[src/rtl/exti_pkg.sv]
package exti_pkg;
    localparam int N_SRC      = 2;
    localparam int VEC_W      = 16;
    localparam int VEC_BASE   = 3;
    localparam int VEC_STRIDE = 16;
    localparam int EA_BIT     = 7;

    typedef struct packed {
        logic typ;
        logic flag;
        logic prev;
    } src_state_t;
endpackage

[src/rtl/exti_src.sv]
module exti_src (
    input  logic clk,
    input  logic rst_n,
    input  logic line,
    input  logic wr_ctl,
    input  logic wr_type,
    input  logic wr_flag,
    input  logic ack,
    output logic flag_o,
    output logic type_o
);
    import exti_pkg::*;

    src_state_t st_d, st_q;
    logic       hit;

    always_comb begin
        st_d = st_q;
        // mode in force is the registered one; a write applies from the next sample
        hit  = st_q.typ ? (st_q.prev & ~line) : ~line;
        if (wr_ctl) begin
            st_d.typ  = wr_type;
            st_d.flag = wr_flag;
        end else if (ack) begin
            st_d.flag = 1'b0;
        end
        st_d.flag = st_d.flag | hit;
        st_d.prev = line;
    end

    always_ff @(posedge clk or negedge rst_n) begin
        if (!rst_n) begin
            st_q <= '{typ: 1'b0, flag: 1'b0, prev: 1'b1};
        end else begin
            st_q <= st_d;
        end
    end

    assign flag_o = st_q.flag;
    assign type_o = st_q.typ;
endmodule

[src/rtl/exti_arb.sv]
module exti_arb #(
    parameter int N     = 2,
    parameter int VW    = 16,
    parameter int BASE  = 3,
    parameter int STEP  = 16
) (
    input  logic [N-1:0]  pend,
    input  logic          hold,
    output logic          req,
    output logic [VW-1:0] vec,
    output logic [N-1:0]  grant
);
    always_comb begin
        grant = '0;
        vec   = '0;
        for (int i = N - 1; i >= 0; i--) begin
            if (pend[i]) begin
                grant = '0;
                grant[i] = 1'b1;
                vec = VW'(BASE + STEP * i);
            end
        end
        req = (|pend) & ~hold;
        if (!req) begin
            grant = '0;
        end
    end
endmodule

[src/rtl/exti_ctrl.sv]
module exti_ctrl
    import exti_pkg::*;
(
    input  logic             clk,
    input  logic             rst_n,
    input  logic             reg_we,
    input  logic             reg_sel,
    input  logic [7:0]       reg_wdata,
    output logic [7:0]       reg_rdata,
    input  logic [N_SRC-1:0] pin_in,
    input  logic [N_SRC-1:0] port_latch,
    output logic             irq_req,
    output logic [VEC_W-1:0] irq_vec,
    input  logic             irq_ack
);
    typedef struct packed {
        logic [N_SRC-1:0] en;
        logic             ea;
        logic             hold;
    } en_state_t;

    en_state_t        es_d, es_q;
    logic [N_SRC-1:0] flag_q, type_q, pend, grant;
    logic             wr_ctl, wr_en;

    assign wr_ctl = reg_we & ~reg_sel;
    assign wr_en  = reg_we &  reg_sel;

    for (genvar i = 0; i < N_SRC; i++) begin : g_src
        exti_src u_src (
            .clk     (clk),
            .rst_n   (rst_n),
            .line    (pin_in[i] & port_latch[i]),
            .wr_ctl  (wr_ctl),
            .wr_type (reg_wdata[2*i]),
            .wr_flag (reg_wdata[2*i+1]),
            .ack     (irq_ack & grant[i]),
            .flag_o  (flag_q[i]),
            .type_o  (type_q[i])
        );
    end

    always_comb begin
        es_d      = es_q;
        es_d.hold = wr_en;
        if (wr_en) begin
            es_d.ea = reg_wdata[EA_BIT];
            for (int i = 0; i < N_SRC; i++) begin
                es_d.en[i] = reg_wdata[2*i];
            end
        end
    end

    always_ff @(posedge clk or negedge rst_n) begin
        if (!rst_n) begin
            es_q <= '0;
        end else begin
            es_q <= es_d;
        end
    end

    assign pend = flag_q & es_q.en & {N_SRC{es_q.ea}};

    exti_arb #(
        .N    (N_SRC),
        .VW   (VEC_W),
        .BASE (VEC_BASE),
        .STEP (VEC_STRIDE)
    ) u_arb (
        .pend  (pend),
        .hold  (es_q.hold),
        .req   (irq_req),
        .vec   (irq_vec),
        .grant (grant)
    );

    always_comb begin
        reg_rdata = '0;
        for (int i = 0; i < N_SRC; i++) begin
            if (reg_sel) begin
                reg_rdata[2*i]   = es_q.en[i];
            end else begin
                reg_rdata[2*i]   = type_q[i];
                reg_rdata[2*i+1] = flag_q[i];
            end
        end
        if (reg_sel) begin
            reg_rdata[EA_BIT] = es_q.ea;
        end
    end
endmodule

[config.mk]
export PLATFORM = sky130hd
export DESIGN_NAME = exti_ctrl
export DESIGN_NICKNAME = d
export VERILOG_FILES = /design/src/rtl/exti_pkg.sv /design/src/rtl/exti_src.sv /design/src/rtl/exti_arb.sv /design/src/rtl/exti_ctrl.sv
export SDC_FILE = /design/constraint.sdc
export NUM_CORES = 1
export LEC_CHECK = 0
export CAP_MARGIN = 20
export CORE_ASPECT_RATIO = 0.75
export CORE_MARGIN = 2
export CORE_UTILIZATION = 34
export DETAILED_ROUTE_END_ITERATION = 16
export GPL_ROUTABILITY_DRIVEN = 0
export PLACE_DENSITY = 0.83
export SLEW_MARGIN = 40
export SYNTH_ARGS = -nofsm -noshare
export SYNTH_HDL_FRONTEND = slang
export SYNTH_SLANG_ARGS = --single-unit
[constraint.sdc]
create_clock -name clk -period 1.15 [get_ports clk]
set_input_delay 0.23 -clock clk [delete_from_list [all_inputs] [get_ports clk]]
set_output_delay 0.23 -clock clk [all_outputs]
set_load 0.01 [all_outputs]
==> impl_results.md <==
- Status: finished with violations
- Violated checks: setup timing
- Congestion Overflow GR: 0
- Synth cell count leaders: 17 x buf_4, 8 x dfrtp_1, 4 x mux2_2, 4 x nor2b_1, 3 x nand2_1
- Core ar.: 0.00174 mm²
- Sw power: 332 µW
- Iter 0 DRT Violations: 2
- Total GRT Usage: 0.146
- Met1 layer usage reported by global route: 0.163
- Final Cycle Share: 1.23
- Count leader, synth: buf_4
- H-tree levels: 1
- Gate power share: 0.381
- Power Internal: 871 µW
- Pre-Repair DR Iteration Count: 2
- Seq/Total Area, Yosys: 0.402
- Largest net degree at the start of global routing: 11
- Critical R2R Launch: es_q[0]
- Vias after detailed routing: 499
- RSZ-0062 raised after global routing: true
- DRC violations left: 0
- Yosys cell types: 23
- CTS root buf: clkbuf_4
- Vias in the first global route: 500
- Crit Path Class: reg2out
- Worst hold slack: 256 ps
- Worst setup path end: reg_rdata[2]
- Fmax: 710 MHz
- Reg2Reg Depth: 4
- Final core utilization: 0.566
- Starting density of the core: 0.361
- Worst setup margin: -259 ps
- Leakage: 0.487 nW
- Ant diodes: 0
- Clk pwr share: 0.266
- Critical path peak fanout: 3
- Sequential power share: 0.353
- Synth warnings: 0
- Layout area overhead: 57.0%
- Post-route minimum period: 1410 ps
- Final hold vios: 0
- Post-Route Skew: 8.10 ps
- FILL cells: 159
- Switching Share: 0.276
- Hold/Removal Path Class: in2async
- Nets@finish: 116
- Row cnt: 13
- Ratio of cells with drive above 1 in the final layout: 0.429
- Final setup vio count: 9
- Grt met3 use: 0.0657
- Area leader, netlist: dfrtp_1
- R2R Setup Slk: 20 ps
- Layout Cells excl Fill: 120
- Vias per Instance: 4.16
- Netlist Area Pre-Place: 628 µm²
- Mapped Cells: 59
- Clock-pin slew on the worst setup and hold paths: 70 ps
- EDFF count, synth: 0
- Initial antenna violation count: 0
- M2 GR Usage: 0.265
- Latest clock arrival within the worst-skew pair: 270 ps
- Syn_area_per_cell: 10.6 µm²
- Tot Pwr: 1.20 mW
- Data arrival time of the critical path: 1180 ps
- CP required: 920 ps
- Clock buffer depth: 2
- Busiest layer in global routing: met2
- Clk sinks: 10
- Port Buf Inserts: 22
- Hold Buf Count CTS: 0
- Hpwl dp: 1020 µm
- ANT nets after route: 0
- PD cells: 1220 mW/mm²
- I/O pin count: 42
- VDD IR max: 0.927 mV
- Die Footprint: 0.00221 mm²
- FF+latch count, synth: 10
- Max Cap Violations: 0
- WL final: 1310 µm
- CP startpoint: es_q[3]
- CTS tree: yes
- CP Capture Type: primary output
- Final Max Slew Viols: 0
- Synth top area share: 0.319
- Die height: 41.2 µm
- Placed Instances: 114
- Post-synth top flop: dfrtp_1
- Reg2reg end: g_src[1].u_src.flag_o
- Wire length of the first global-routing pass: 2150 µm
- Asr flop ratio synth: 1.00
- Startpoint types: flop
- Die Span X: 53.6 µm
- CTS Buf Count: 3
- Wire length per cell: 10.9 µm
- Largest cells by area after synthesis: dfrtp_1 32%, buf_4 20%, dfstp_2 8.4%
-- what timing repair did --
| action | 4_1_cts | 5_1_grt |
|---|---|---|
| gates resized for setup | 54 | 0 |
| setup endpoints to repair | 15 | 10 |
| pin swaps | 4 | 1 |
| buffers inserted | 2 | 0 |
-- power groups by stage --
stage / Clock (mW) / Sequential [mW] / Combinational [mW]
after floorplan: 0 / 0.426 / 0.216
after global placement: 0 / 0.422 / 0.406
after detailed placement: 0 / 0.424 / 0.414
after CTS: 0.328 / 0.424 / 0.461
after global routing: 0.358 / 0.428 / 0.498
final: 0.321 / 0.424 / 0.459
-- cells by family (layout without fill, tap and decap cells) --
kind of cell    count (synthesis)  in the layout  synth area share
buf+inv                        19             43             0.215
simple gates                   17             17             0.187
flops                          10             10             0.402
mux                             7              7             0.131
compound gates                  5              5            0.0578
other cells                     1             16           0.00597
-- how the worst min path moves through the flow --
stage | endpoint | cells past startpoint | slack (ps)
2_1_floorplan | es_q[0] | 0 | -70
3_5_place_dp | g_src[0].u_src.type_o | 1 | 520
4_1_cts | es_q[2] | 2 | 260
6_report | es_q[3] | 2 | 260
5_1_grt | es_q[3] | 2 | 260
3_3_place_gp | g_src[0].u_src.type_o | 1 | 510
-- per-stage QoR --
stage,area [µm²],setup slack [ps],TNS [ps]
3_3_place_gp,906,-668,-6730
4_1_cts,986,-261,-1640
5_1_grt,986,-305,-2180
3_5_place_dp,906,-690,-7150
2_1_floorplan,688,21.3,0
6_report,986,-259,-1630
-- area by class of cell --
type	instances	area [µm²]	area share
multi-input cells	45	312	0.316
inverters	2	7.51	0.00761
well taps	22	27.5	0.0279
clock buffers	4	36.3	0.0368
flip-flops and latches	10	253	0.256
repair buffers	37	350	0.355
-- cell usage in the layout, fill, tap and decap left out, drive strengths merged --
cell / Yosys / layout
and2: 3 / 3
nand4: 1 / 1
dfrtp: 8 / 8
a2bb2oi: 1 / 1
o21ai: 1 / 1
a21oi: 1 / 1
and4: 1 / 1
nand2: 4 / 4
a221o: 1 / 1
nand4b: 1 / 1
nor2b: 5 / 5
clkbuf: 0 / 4
buf: 17 / 24
mux2: 7 / 7
clkdlybuf4s15: 0 / 1
clkdlybuf4s50: 0 / 12
conb: 1 / 16
a21boi: 1 / 1
dfstp: 2 / 2
inv: 2 / 2
and2b: 2 / 2
-- flip-flops by register name (all words and copies together) (netlist names) --
name / count
g_src.u_src.type_o: 2
es_q: 4
g_src.u_src.st_q: 2
g_src.u_src.flag_o: 2
-- critical path: stages (launching register included) --
cell     delay (ps)
dfrtp_1         400
buf_6           130
mux2_4          260
buf_6           120
-- routing by layer --
layer / vias up / wire length (µm)
li1: 242 / -
met4: 0 / 0
met5: - / 0
met3: 0 / 106
met1: 226 / 564
met2: 31 / 641
(Power assumes the default switching activity.)
